### src/rtl/gpio_bank_pkg.sv
package gpio_bank_pkg;

   localparam int WORD_BITS = 32;
   localparam int AF_BITS   = 2;

   // Feature order decides the word layout; neighbours decode it.
   typedef enum logic [2:0] {
      KIND_LEVEL  = 3'd0,
      KIND_DIR    = 3'd1,
      KIND_SET    = 3'd2,
      KIND_CLR    = 3'd3,
      KIND_RISE   = 3'd4,
      KIND_FALL   = 3'd5,
      KIND_STATUS = 3'd6,
      KIND_ALTFN  = 3'd7
   } reg_kind_e;

   function automatic int word_index(reg_kind_e kind, int bank, int nreg);
      return int'(kind) * nreg + bank;
   endfunction

endpackage

### src/rtl/gpio_in_sync.sv
module gpio_in_sync #(
   parameter int NUM_PINS    = 64,
   parameter int SYNC_STAGES = 2
) (
   input  logic                clk,
   input  logic                rst_n,
   input  logic [NUM_PINS-1:0] pin_in,
   output logic [NUM_PINS-1:0] level,
   output logic [NUM_PINS-1:0] rise,
   output logic [NUM_PINS-1:0] fall
);

   if (SYNC_STAGES < 2) begin : g_bad_stages
      $error("gpio_in_sync: SYNC_STAGES must be at least 2");
   end

   logic [NUM_PINS-1:0] stage_q [SYNC_STAGES];
   logic [NUM_PINS-1:0] prev_q;

   for (genvar s = 0; s < SYNC_STAGES; s++) begin : g_stage
      if (s == 0) begin : g_first
         always_ff @(posedge clk or negedge rst_n) begin
            if (!rst_n) stage_q[s] <= '0;
            else        stage_q[s] <= pin_in;
         end
      end else begin : g_next
         always_ff @(posedge clk or negedge rst_n) begin
            if (!rst_n) stage_q[s] <= '0;
            else        stage_q[s] <= stage_q[s-1];
         end
      end
   end

   always_ff @(posedge clk or negedge rst_n) begin
      if (!rst_n) prev_q <= '0;
      else        prev_q <= stage_q[SYNC_STAGES-1];
   end

   assign level = stage_q[SYNC_STAGES-1];
   assign rise  = level & ~prev_q;
   assign fall  = ~level & prev_q;

endmodule

### src/rtl/gpio_edge_status.sv
module gpio_edge_status #(
   parameter int NUM_PINS = 64
) (
   input  logic                clk,
   input  logic                rst_n,
   input  logic [NUM_PINS-1:0] rise,
   input  logic [NUM_PINS-1:0] fall,
   input  logic [NUM_PINS-1:0] rise_en,
   input  logic [NUM_PINS-1:0] fall_en,
   input  logic [NUM_PINS-1:0] clr_mask,
   output logic [NUM_PINS-1:0] status_q,
   output logic                irq
);

   logic [NUM_PINS-1:0] hit;

   assign hit = (rise & rise_en) | (fall & fall_en);

   // Edge term is OR-ed last so a coincident clear cannot drop it.
   always_ff @(posedge clk or negedge rst_n) begin
      if (!rst_n) status_q <= '0;
      else        status_q <= (status_q & ~clr_mask) | hit;
   end

   assign irq = |status_q;

   AST_STATUS_HOLD: assert property (@(posedge clk) disable iff (!rst_n)
      (status_q != '0) |=> (($past(status_q & ~clr_mask) & ~status_q) == '0))
      else $error("status bit dropped without a clear");

   AST_CLEAR_TAKES: assert property (@(posedge clk) disable iff (!rst_n)
      ((clr_mask & ~hit) != '0) |=> ((status_q & $past(clr_mask & ~hit)) == '0))
      else $error("cleared status bit still set");

   AST_EDGE_WINS: assert property (@(posedge clk) disable iff (!rst_n)
      (hit != '0) |=> ((status_q & $past(hit)) == $past(hit)))
      else $error("detected edge lost");

endmodule

### src/rtl/gpio_pin_mux.sv
module gpio_pin_mux #(
   parameter int NUM_PINS = 64
) (
   input  logic [NUM_PINS-1:0]   dout,
   input  logic [NUM_PINS-1:0]   dir,
   input  logic [2*NUM_PINS-1:0] af_sel,
   input  logic [NUM_PINS-1:0]   alt_out,
   input  logic [NUM_PINS-1:0]   alt_oe,
   output logic [NUM_PINS-1:0]   pin_out,
   output logic [NUM_PINS-1:0]   pin_oe
);

   for (genvar p = 0; p < NUM_PINS; p++) begin : g_pin
      logic plain;
      assign plain      = (af_sel[2*p +: 2] == 2'b00);
      assign pin_out[p] = plain ? dout[p] : alt_out[p];
      assign pin_oe[p]  = plain ? dir[p]  : alt_oe[p];
   end

endmodule

### src/rtl/gpio_bank_ctrl.sv
module gpio_bank_ctrl
   import gpio_bank_pkg::*;
#(
   parameter int NUM_PINS    = 64,
   parameter int ADDR_W      = 8,
   parameter int SYNC_STAGES = 2
) (
   input  logic                clk,
   input  logic                rst_n,
   input  logic                reg_wr,
   input  logic [ADDR_W-1:0]   reg_addr,
   input  logic [31:0]         reg_wdata,
   output logic [31:0]         reg_rdata,
   input  logic [NUM_PINS-1:0] pin_in,
   output logic [NUM_PINS-1:0] pin_out,
   output logic [NUM_PINS-1:0] pin_oe,
   input  logic [NUM_PINS-1:0] alt_out,
   input  logic [NUM_PINS-1:0] alt_oe,
   output logic                irq
);

   localparam int NREG      = NUM_PINS / WORD_BITS;
   localparam int AF_WORDS  = NUM_PINS * AF_BITS / WORD_BITS;
   localparam int NUM_WORDS = 7 * NREG + AF_WORDS;
   localparam int WIDX_W    = ADDR_W - 2;
   localparam int AF_BASE   = 7 * NREG;

   if (NUM_PINS % WORD_BITS != 0 || NUM_PINS < WORD_BITS) begin : g_bad_pins
      $error("gpio_bank_ctrl: NUM_PINS must be a nonzero multiple of 32");
   end
   if ((1 << WIDX_W) < NUM_WORDS) begin : g_bad_addr
      $error("gpio_bank_ctrl: ADDR_W too small for the register map");
   end

   logic [WIDX_W-1:0] widx;
   logic              aligned;
   logic              wr_ok;

   assign widx    = reg_addr[ADDR_W-1:2];
   assign aligned = (reg_addr[1:0] == 2'b00);
   assign wr_ok   = reg_wr && aligned;

   logic [NREG-1:0]     we_dir, we_set, we_clr, we_rise, we_fall, we_stat;
   logic [AF_WORDS-1:0] we_af;
   logic [NUM_PINS-1:0] set_bits, clr_bits, stat_clr;

   for (genvar b = 0; b < NREG; b++) begin : g_bank
      assign we_dir[b]  = wr_ok && (int'(widx) == word_index(KIND_DIR,    b, NREG));
      assign we_set[b]  = wr_ok && (int'(widx) == word_index(KIND_SET,    b, NREG));
      assign we_clr[b]  = wr_ok && (int'(widx) == word_index(KIND_CLR,    b, NREG));
      assign we_rise[b] = wr_ok && (int'(widx) == word_index(KIND_RISE,   b, NREG));
      assign we_fall[b] = wr_ok && (int'(widx) == word_index(KIND_FALL,   b, NREG));
      assign we_stat[b] = wr_ok && (int'(widx) == word_index(KIND_STATUS, b, NREG));
      assign set_bits[b*WORD_BITS +: WORD_BITS] = we_set[b]  ? reg_wdata : '0;
      assign clr_bits[b*WORD_BITS +: WORD_BITS] = we_clr[b]  ? reg_wdata : '0;
      assign stat_clr[b*WORD_BITS +: WORD_BITS] = we_stat[b] ? reg_wdata : '0;
   end

   for (genvar a = 0; a < AF_WORDS; a++) begin : g_afw
      assign we_af[a] = wr_ok && (int'(widx) == AF_BASE + a);
   end

   logic [NUM_PINS-1:0]   dir_q, dout_q, rise_en_q, fall_en_q;
   logic [2*NUM_PINS-1:0] af_q;

   always_ff @(posedge clk or negedge rst_n) begin
      if (!rst_n) begin
         dir_q     <= '0;
         dout_q    <= '0;
         rise_en_q <= '0;
         fall_en_q <= '0;
         af_q      <= '0;
      end else begin
         dout_q <= (dout_q | set_bits) & ~clr_bits;
         for (int b = 0; b < NREG; b++) begin
            if (we_dir[b])  dir_q[b*WORD_BITS +: WORD_BITS]     <= reg_wdata;
            if (we_rise[b]) rise_en_q[b*WORD_BITS +: WORD_BITS] <= reg_wdata;
            if (we_fall[b]) fall_en_q[b*WORD_BITS +: WORD_BITS] <= reg_wdata;
         end
         for (int a = 0; a < AF_WORDS; a++) begin
            if (we_af[a]) af_q[a*WORD_BITS +: WORD_BITS] <= reg_wdata;
         end
      end
   end

   logic [NUM_PINS-1:0] level, rise, fall, status_q;

   gpio_in_sync #(
      .NUM_PINS    (NUM_PINS),
      .SYNC_STAGES (SYNC_STAGES)
   ) u_sync (
      .clk    (clk),
      .rst_n  (rst_n),
      .pin_in (pin_in),
      .level  (level),
      .rise   (rise),
      .fall   (fall)
   );

   gpio_edge_status #(
      .NUM_PINS (NUM_PINS)
   ) u_status (
      .clk      (clk),
      .rst_n    (rst_n),
      .rise     (rise),
      .fall     (fall),
      .rise_en  (rise_en_q),
      .fall_en  (fall_en_q),
      .clr_mask (stat_clr),
      .status_q (status_q),
      .irq      (irq)
   );

   gpio_pin_mux #(
      .NUM_PINS (NUM_PINS)
   ) u_mux (
      .dout    (dout_q),
      .dir     (dir_q),
      .af_sel  (af_q),
      .alt_out (alt_out),
      .alt_oe  (alt_oe),
      .pin_out (pin_out),
      .pin_oe  (pin_oe)
   );

   always_comb begin
      reg_rdata = '0;
      if (aligned) begin
         for (int b = 0; b < NREG; b++) begin
            if (int'(widx) == word_index(KIND_LEVEL, b, NREG))
               reg_rdata = level[b*WORD_BITS +: WORD_BITS];
            if (int'(widx) == word_index(KIND_DIR, b, NREG))
               reg_rdata = dir_q[b*WORD_BITS +: WORD_BITS];
            if (int'(widx) == word_index(KIND_RISE, b, NREG))
               reg_rdata = rise_en_q[b*WORD_BITS +: WORD_BITS];
            if (int'(widx) == word_index(KIND_FALL, b, NREG))
               reg_rdata = fall_en_q[b*WORD_BITS +: WORD_BITS];
            if (int'(widx) == word_index(KIND_STATUS, b, NREG))
               reg_rdata = status_q[b*WORD_BITS +: WORD_BITS];
         end
         for (int a = 0; a < AF_WORDS; a++) begin
            if (int'(widx) == AF_BASE + a)
               reg_rdata = af_q[a*WORD_BITS +: WORD_BITS];
         end
      end
   end

   AST_SET_APPLIES: assert property (@(posedge clk) disable iff (!rst_n)
      (set_bits != '0) |=> ((dout_q & $past(set_bits)) == $past(set_bits)))
      else $error("set write did not raise output data");

   AST_CLR_APPLIES: assert property (@(posedge clk) disable iff (!rst_n)
      (clr_bits != '0) |=> ((dout_q & $past(clr_bits)) == '0))
      else $error("clear write did not lower output data");

   AST_IRQ_HOLD: assert property (@(posedge clk) disable iff (!rst_n)
      (irq && (stat_clr == '0)) |=> irq)
      else $error("interrupt dropped without a status clear");

endmodule

### config.mk
export PLATFORM = sky130hd
export DESIGN_NAME = gpio_bank_ctrl
export DESIGN_NICKNAME = d
export VERILOG_FILES = /design/src/rtl/gpio_bank_pkg.sv /design/src/rtl/gpio_in_sync.sv /design/src/rtl/gpio_edge_status.sv /design/src/rtl/gpio_pin_mux.sv /design/src/rtl/gpio_bank_ctrl.sv
export SDC_FILE = /design/constraint.sdc
export NUM_CORES = 1
export LEC_CHECK = 0
export BUFFER_PORTS_ARGS = -buffer_cell sky130_fd_sc_hd__buf_2
export CORE_ASPECT_RATIO = 0.8
export CORE_MARGIN = 2
export CORE_UTILIZATION = 45
export DETAILED_ROUTE_END_ITERATION = 10
export MAX_ROUTING_LAYER = met4
export PLACE_DENSITY = 0.76
export SYNTH_ARGS = -nofsm -noshare
export SYNTH_HDL_FRONTEND = slang
export SYNTH_SLANG_ARGS = --single-unit
export TNS_END_PERCENT = 5
### constraint.sdc
create_clock -name clk -period 2.15 [get_ports clk]
set_input_delay 0.3225 -clock clk [delete_from_list [all_inputs] [get_ports clk]]
set_output_delay 0.3225 -clock clk [all_outputs]
set_load 0.02 [all_outputs]
* After elaboration in Yosys (flattened, before gate mapping)
Index checks and enable logic that the tools add are counted.
** Storage, ports and cells
- Register bits :: 640
- Output and inout bits :: 161
- Logic and storage cells :: 278
** Cells by class
- Equality and inequality tests :: 17
- Multiplexer cells :: 149
- Bitwise operators :: 13
- Reduce and logical (&&, ||, !) cells :: 84
** Operator list (number)
- 32-bit 2-to-1 mux :: 21
- 64-bit bitwise AND :: 6
- 64-bit NOT :: 4
- 64-bit bitwise OR :: 3
- 2-bit zero test :: 65
- 1-bit 2-to-1 mux :: 128
- 64-bit OR reduction :: 1
- 6-bit by 5-bit equality test with 1-bit output (second input constant) :: 8
- 6-bit by 4-bit equality test with 1-bit output (second input constant) :: 4
- 1-bit logical AND :: 17
- 6-bit by 3-bit equality test with 1-bit output (second input constant) :: 2
- 6-bit equality test (second input constant) :: 2
- 6-bit by 2-bit equality test with 1-bit output (second input constant) :: 1
- 6-bit zero test :: 1

* Longest topological paths before layout
Gate-level depths: netlist of the first run.
- Depth after elaboration :: 16
- Mapped depth :: 10
- Mapped depth without buffers :: 6

* Hierarchy
From an unflattened synthesis of the first run, not the netlist that was laid out.
** Second synthesis, totals
- Cell total of the unflattened synthesis :: 2530
- Area total of the unflattened synthesis :: 29831.1 sq um
** Modules (own cells, without submodules)
- gpio_bank_ctrl :: times used 1, cells an instance 1678, area an instance 18801.8 sq um, seq. area each 9609.2 sq um
- gpio_in_sync :: times used 1, cells an instance 384, area an instance 6406.1 sq um, seq. area each 4804.6 sq um
- gpio_edge_status :: times used 1, cells an instance 276, area an instance 2781.4 sq um, seq. area each 1601.5 sq um
- gpio_pin_mux :: times used 1, cells an instance 192, area an instance 1841.8 sq um, seq. area each 0.0 sq um

* Least setup slack after synthesis of the first run
Ideal clock, no wire load.
- Kind :: input-to-output
- Start point :: input port reg_addr[4]
- End point :: output port reg_rdata[30]
- Arrival :: 2139 ps
- Required time :: 1827 ps
- Path slack :: -312 ps
- Stages :: 9
- Buffers on the path :: 3
- Cells stage by stage :: buf_2 or4_1 buf_2 nor2_2 buf_4 a22oi_1 nand2_1 nor3_1 nor3_1
** On the way
- Word-level cells in the longest chain between the ends :: 16
- Elaborated cells between the ends (all ways) :: 29
** RTL lines
- start: declaration :: line gpio_bank_ctrl.sv:11 : input logic [ADDR_W-1:0] reg_addr,
- 6-bit zero test :: line gpio_bank_ctrl.sv:130 : if (int'(widx) == word_index(KIND_LEVEL, b, NREG))
- 32-bit 2-to-1 mux :: line gpio_bank_ctrl.sv:130
- 32-bit 2-to-1 mux :: line gpio_bank_ctrl.sv:132 : if (int'(widx) == word_index(KIND_DIR, b, NREG))
- 32-bit 2-to-1 mux :: line gpio_bank_ctrl.sv:134 : if (int'(widx) == word_index(KIND_RISE, b, NREG))
- 32-bit 2-to-1 mux :: line gpio_bank_ctrl.sv:136 : if (int'(widx) == word_index(KIND_FALL, b, NREG))
- 32-bit 2-to-1 mux :: line gpio_bank_ctrl.sv:138 : if (int'(widx) == word_index(KIND_STATUS, b, NREG))
- 32-bit 2-to-1 mux :: line gpio_bank_ctrl.sv:130
- 32-bit 2-to-1 mux :: line gpio_bank_ctrl.sv:132
- 32-bit 2-to-1 mux :: line gpio_bank_ctrl.sv:134
- 32-bit 2-to-1 mux :: line gpio_bank_ctrl.sv:136
- 32-bit 2-to-1 mux :: line gpio_bank_ctrl.sv:138
- 32-bit 2-to-1 mux (3 in series) :: line gpio_bank_ctrl.sv:142 : if (int'(widx) == AF_BASE + a)
- 32-bit 2-to-1 mux * :: line gpio_bank_ctrl.sv:142
- 32-bit 2-to-1 mux * :: line gpio_bank_ctrl.sv:128 : if (aligned) begin
- end: declaration :: line gpio_bank_ctrl.sv:13 : output logic [31:0] reg_rdata,
Every way passes the cells marked *; elsewhere a longest branch is shown, timed or not.

* Final worst setup path of the first run
- Start point :: register u_status.status_q[33]
- End point :: output port irq
** On the way
- Word-level cells in the longest chain between the ends :: 1
** RTL lines
- start: declaration :: line gpio_edge_status.sv:11 : output logic [NUM_PINS-1:0] status_q,
- start signal: assignment :: line gpio_edge_status.sv:22 : else status_q <= (status_q & ~clr_mask) | hit;
- 64-bit OR reduction :: line gpio_edge_status.sv:25 : assign irq = |status_q;
- end: declaration :: line gpio_bank_ctrl.sv:19 : output logic irq
No other way between the ends.

==> summary.txt, run 1 <==
status = finished with violations
failing checks = negative setup slack
routability congestion estimate = 0.987
Syn. warnings = 0
Seq/Total Area, Yosys = 56.6%
Crit. Startpoint = u_status.status_q[33]$_DFF_PN0_
initial core utilization = 45.4%
switching pwr = 8130 uW
CP peak stage delay = 0.57 ns
Port Buf Inserts = 395
I/O pins = 396
RSZ-0062 raised after global routing = true
Root Driver = clkbuf_16
VDD IR-drop max = 537 uV
Hold WC Path Type = in2reg
Routed WL = 120 mm
Layout Nets = 3376
initial antenna violation count = 8
EDFF count, synth = 0
drt via density = 6.10
P&R area growth vs syn = 35.8%
worst setup margin = -0.761 ns
CTS Buf Count = 67
post-route ant nets = 0
post-layout util = 61.6%
most frequent CP cell = buf_6
max-slew violations = 0
clock net sink count = 640
Post-Synthesis Cells = 2349
Pleak = 0.0186 uW
RR Startpoint = u_sync.level[46]$_DFF_PN0_
CTS tree = built
Reg-to-Reg End = u_status.status_q[46]$_DFF_PN0_
Synth Flop Type = dfrtp_1
Max transition margin = 49.4%
Final min period = 2.91 ns
crit path kind = reg2out
Die H = 228 um
final setup violation count = 63
Mapped Nets = 2584
total vias in the final route = 24600
Crit path depth = 6
Pwr Density = 772 nW/um2
fin crit share = 135%
Setup crit start kind = flip-flop
flop2flop setup slack = 0.92 ns
combinational share of power = 13.5%
Least-Margin Pin Slew = 0.758 ns
Syn Area/Cell = 12.0 um2
first-pass GRT wire length = 171 mm
largest net degree at the start of global routing = 81
crit path buf inv count = 3
Worst EP arrival = 2.59 ns
Slowest cell on crit path = or4_4
Pint = 21500 uW
gr ovfl total = 0
1st-pass router iterations = 5
ys async rst share = 100%
Clock power frac = 40.2%
vias in the first global route = 24000
top cell type's share of synthesized area = 56.6%
cell breakdown of the critical path = nor4_4, buf_4, nand4_1, buf_6, or4_4, buf_6
H-Tree Depth = 3
Final Hold Violating Endpoints = 0
ranking of synthesized cells by area = dfrtp_1 (57%), mux2_2 (17%), a21oi_1 (3.7%)
Max Clock Skew = 0.0149 ns
DRC Markers = 0
Clock Tree Buf Depth = 3
fmax = 344 MHz
share of cells above drive strength 1 = 48.5%
DP Area = 33800 um2
Total Power = 29700 uW
Seq pwr share = 46.4%
Seq cells post-synth = 640
Synth area leader = dfrtp_1
distinct cell type count after synthesis = 70
Post-Syn Area = 28300 um2
DPL Wire Length = 88.5 mm
initial drt markers = 2878
Worst path top cell family by delay = simple AND/OR/NAND/NOR gates
critical path data required time = 1.83 ns
worst setup path end = irq
routed length per instance = 29.8 um
Clock Latency Late Sink = 0.63 ns
Max FO, Critical Path = 2
core box area = 62400 um2
Tot GR Track Use = 37.5%
R2R depth = 4
Reg clk slew, reported paths = 0.06 ns
Max Cap Violations = 0
Setup crit end kind = output port
switching portion of total power = 27.4%
Die Wd = 284 um
fillcell total = 4992
Die Area = 64900 um2
floorplan row count = 82
Final Instance Area = 38400 um2
cell usage in the layout, fill, tap and decap left out, drive strengths merged, types with 9 or more instances in the layout:
cell and instances:
nand2 231, o311ai 9, buf 802, a22oi 64, dlygate4sd3 65, a221o 10
nor4 19, clkinv 11, nand3 11, o211ai 44, o22ai 34, nor2 133
o21ai 105, mux2 448, nand3b 64, mux2i 9, clkbuf 97, o221ai 14
a221oi 32, a21oi 207, nor3 9, dfrtp 640, a21o 32, a41o 9
area by class of cell:
type	instances	area (um2)	area share, %
antenna	4	10.0	0.0260
tap	840	1050	2.73
timing repair buffer	871	6640	17.3
clock buffer	94	1890	4.92
clock inverter	20	328	0.853
inverter	1	3.75	0.00977
sequential	640	16000	41.7
multi-input combinational	1560	12500	32.5
flip-flops by register name, indices dropped and copies added (netlist names):
register and cells:
af_q 128, dir_q 64, dout_q 64, fall_en_q 64
rise_en_q 64, u_status.status_q 64, u_sync.level 64, u_sync.prev_q 64
u_sync.stage_q 64
layer usage:
metal / vias up / GRT usage [%] / part of all wire [%]
met1: 12700 / 56.3 / 45
met3: 194 / 9.58 / 11
met2: 1451 / 50.2 / 41
li1: 10300 / - / -
met4: 0 / 9.52 / 2.5
met5: - / - / 0
synthesized netlist by cell type, drive strengths merged (32+ instances only):
master	n
a21o	32
a21oi	207
dfrtp	640
buf	78
a221oi	32
o21ai	105
clkbuf	70
nand3b	64
o211ai	44
mux2	448
nand2	231
o22ai	34
nor2	133
a22oi	64
power by group through the flow:
| stage | Sequential (uW) | Combinational [uW] | Clock (uW) |
|---|---|---|---|
| final | 13700 | 3990 | 11900 |
| after global routing | 13800 | 4210 | 12500 |
| after CTS | 13700 | 3860 | 12000 |
| after detailed placement | 13800 | 3620 | 0 |
| after global placement | 13800 | 3540 | 0 |
| after floorplan | 13500 | 1590 | 0 |
worst min path at each step:
stage / endpoint / slack [ns] / cells past startpoint / startpoint
floorplan: af_q[0]$_DFFE_PN0P_ / 0.03 / 0 / rst_n
global placement: u_sync.level[56]$_DFF_PN0_ / 0.29 / 1 / rst_n
detailed placement: dout_q[44]$_DFF_PN0_ / 0.30 / 1 / rst_n
CTS: dout_q[62]$_DFF_PN0_ / 0.12 / 2 / reg_wdata[30]
global route: dout_q[30]$_DFF_PN0_ / 0.13 / 2 / reg_wdata[30]
finish: dout_q[62]$_DFF_PN0_ / 0.14 / 2 / reg_wdata[30]
what timing repair did:
| item | in CTS | in global routing |
|---|---|---|
| gates cloned | 2 | 1 |
| endpoints found under the setup margin | 136 | 109 |
| resized for setup | 250 | 104 |
| endpoints found under the hold margin | 98 | 0 |
| pin swaps | 55 | 36 |
| buffers inserted | 14 | 30 |
| hold buffers | 65 | 0 |
metrics by stage:
step                      hold WS [ns]  cells  setup TNS, ns  setup slack (ns)
after floorplan                 0.0269   2349          -6.28            -0.292
after global placement           0.291   3805         -91.82             -1.04
after detailed placement         0.296   3805         -96.92             -1.13
after CTS                        0.121   3996         -18.45            -0.710
after global routing             0.127   4028         -22.69            -0.775
final                            0.143   4030         -19.72            -0.761
logic make-up after synthesis:
logic type / share of synthesized area, %
buffers and inverters: 2.69
and+or+nand+nor: 8.87
muxes: 18.1
AOI/OAI and AO/OA: 13.7
DFF: 56.6
worst register-to-register path: stages (launching register included):
cell	delay (ns)
dfrtp_1	0.60
buf_4	0.20
nand3b_1	0.09
o21ai_0	0.08
a21o_1	0.16
(Power assumes the default switching activity.)
==> run 2, diff against run 1 <==
Settings changed: REMOVE_ABC_BUFFERS from default to 1.
==> summary.txt, run 2 (same netlist as run 1, synthesis figures left out) <==
status = finished with violations
failing checks = negative setup slack
P&R area growth vs syn = 34.6%
Max FO, Critical Path = 3 (+1)
CTS Buf Count = 61 (-9.0%)
largest net degree at the start of global routing = 70 (-14%)
initial drt markers = 2647 (-8.0%)
Pint = 21300 uW (-1.2%)
Die H = 228 um (unchanged)
Worst EP arrival = 2.48 ns (-0.11 ns)
post-layout util = 61.1% (-0.54 points)
Setup crit end kind = output port
Seq pwr share = 47.4% (+1.0 points)
Die Area = 64900 um2 (unchanged)
initial antenna violation count = 3 (-5)
Tot GR Track Use = 35.1% (-2.4 points)
Pwr Density = 762 nW/um2 (-1.3%)
Crit. Startpoint = u_status.status_q[10]$_DFF_PN0_
Max Cap Violations = 0 (unchanged)
fin crit share = 130% (-5.0 points)
core box area = 62400 um2 (unchanged)
first-pass GRT wire length = 164 mm (-4.2%)
fmax = 357 MHz (+3.8%)
routability congestion estimate = 1.01 (+1.9%)
I/O pins = 396 (unchanged)
total vias in the final route = 24400 (-0.91%)
Pleak = 0.0183 uW (-1.5%)
Final Hold Violating Endpoints = 0 (unchanged)
Largest register FFs = 128 (unchanged)
vias in the first global route = 24500 (+2.1%)
H-Tree Depth = 2 (-1)
crit path kind = reg2out
DPL Wire Length = 79.7 mm (-10%)
flop2flop setup slack = 1.11 ns (+0.19 ns)
Most flops, register = af_q
DRC Markers = 0 (unchanged)
CTS tree = built
switching portion of total power = 26.7% (-0.73 points)
Root Driver = clkbuf_16
Reg-to-Reg End = u_status.status_q[46]$_DFF_PN0_
RR Startpoint = u_sync.level[46]$_DFF_PN0_
most frequent cells in the layout = dfrtp_1 (630), mux2_2 (430), buf_2 (359), buf_4 (267), nand2_1 (223)
Clock Tree Buf Depth = 3 (unchanged)
critical path data required time = 1.83 ns (about the same)
VDD IR-drop max = 620 uV (+15%)
worst setup path end = irq
DP Area = 33900 um2 (about the same)
routed length per instance = 28.3 um (-5.0%)
Clock Latency Late Sink = 0.64 ns (about the same)
initial core utilization = 45.4% (unchanged)
1st-pass router iterations = 7 (+2)
final setup violation count = 48 (-24%)
Die Wd = 284 um (unchanged)
most common cell after layout, fill and taps aside = dfrtp_1
gr ovfl total = 0 (unchanged)
Layout Nets = 3305 (-2.1%)
Max transition margin = 60.5% (+11 points)
Setup crit start kind = flip-flop
drt via density = 6.15 (+0.74%)
Hold WC Path Type = in2reg
Worst Hold Depth = 2 (unchanged)
Least-Margin Pin Slew = 0.592 ns (-0.166 ns)
clock net sink count = 640 (unchanged)
switching pwr = 7740 uW (-4.7%)
combinational share of power = 12.3% (-1.2 points)
Final Instance Area = 38100 um2 (-0.87%)
R2R depth = 4 (unchanged)
Clock power frac = 40.3% (about the same)
Port Buf Inserts = 395 (unchanged)
post-route ant nets = 0 (unchanged)
Final min period = 2.80 ns (-0.108 ns)
worst setup margin = -0.653 ns (+0.108 ns)
Max Clock Skew = 0.0131 ns (-0.00182 ns)
Routed WL = 112 mm (-6.6%)
floorplan row count = 82 (unchanged)
max-slew violations = 0 (unchanged)
share of cells above drive strength 1 = 46.9% (-1.6 points)
Reg clk slew, reported paths = 0.07 ns (about the same)
RSZ-0062 raised after global routing = true
-- run 2: cell types whose count changed in the layout (fill, tap and decap cells not counted), moves of 11 or more --
| cell | delta |
|---|---|
| buf_4 | -65 |
| buf_12 | +35 |
| buf_6 | -23 |
| dfrtp_1 | +12 |
| dfrtp_2 | -12 |
| nor2_1 | -12 |
| nor2_2 | +12 |
| nand2_1 | +11 |
| nand2_2 | -11 |
-- run 2: power groups by stage --
stage          clock, uW  sequential [uW]  combinational [uW]
2_1_floorplan          0            13500                1480
3_3_place_gp           0            13800                3190
3_5_place_dp           0            13800                3270
4_1_cts            11800            13700                3490
5_1_grt            12300            13800                3790
6_report           11700            13800                3570
-- run 2: critical path, stage by stage (launching register included) --
cell	delay (ns)
dfrtp_1	0.45
nor4_2	0.37
buf_4	0.17
nand4_1	0.08
or4_4	0.60
buf_6	0.16
-- run 2: worst min path at each step --
stage	to	startpoint	slack (ns)
after floorplan	af_q[0]$_DFFE_PN0P_	rst_n	0.03
after global placement	af_q[95]$_DFFE_PN0P_	rst_n	0.32
after detailed placement	af_q[95]$_DFFE_PN0P_	rst_n	0.32
after CTS	dout_q[39]$_DFF_PN0_	reg_wdata[7]	0.05
after global routing	dout_q[42]$_DFF_PN0_	reg_wdata[10]	0.08
final	dout_q[39]$_DFF_PN0_	reg_wdata[7]	0.06
-- run 2: timing repair --
item,4_1_cts,5_1_grt
setup buffers,16,7
hold buffers,65,0
pin swaps,51,21
setup endpoints to repair,133,113
resized for setup,203,91
endpoints found under the hold margin,102,0
cloned,3,0
-- run 2: layer usage --
layer	global-route usage [%]	up-vias	wire, um
li1	-	10100	-
met5	-	-	0
met4	15.4	0	5620
met1	47.5	12300	45900
met2	52.1	1551	50100
met3	6.38	336	10600
-- run 2: final cells by class --
type / count / area, um2
diodes: 3 / 7.51
clock buffers: 79 / 1710
clock inverters: 35 / 474
fillers: 4885 / 24300
inverters: 1 / 3.75
multi-input cells: 1560 / 12300
flip-flops and latches: 640 / 16000
well taps: 840 / 1050
repair buffers: 806 / 6480
-- run 2: through the flow --
stage	instances	worst slack (ns)	hold slack (ns)	total power (uW)	TNS, ns
after global routing	3963	-0.707	0.0840	29900	-19.63
after detailed placement	3757	-0.829	0.325	17100	-69.42
after CTS	3955	-0.695	0.0472	28900	-16.94
after floorplan	2201	-1.09	0.0269	15000	-269.69
after global placement	3757	-0.786	0.322	17000	-61.36
final	3964	-0.653	0.0625	29000	-17.39
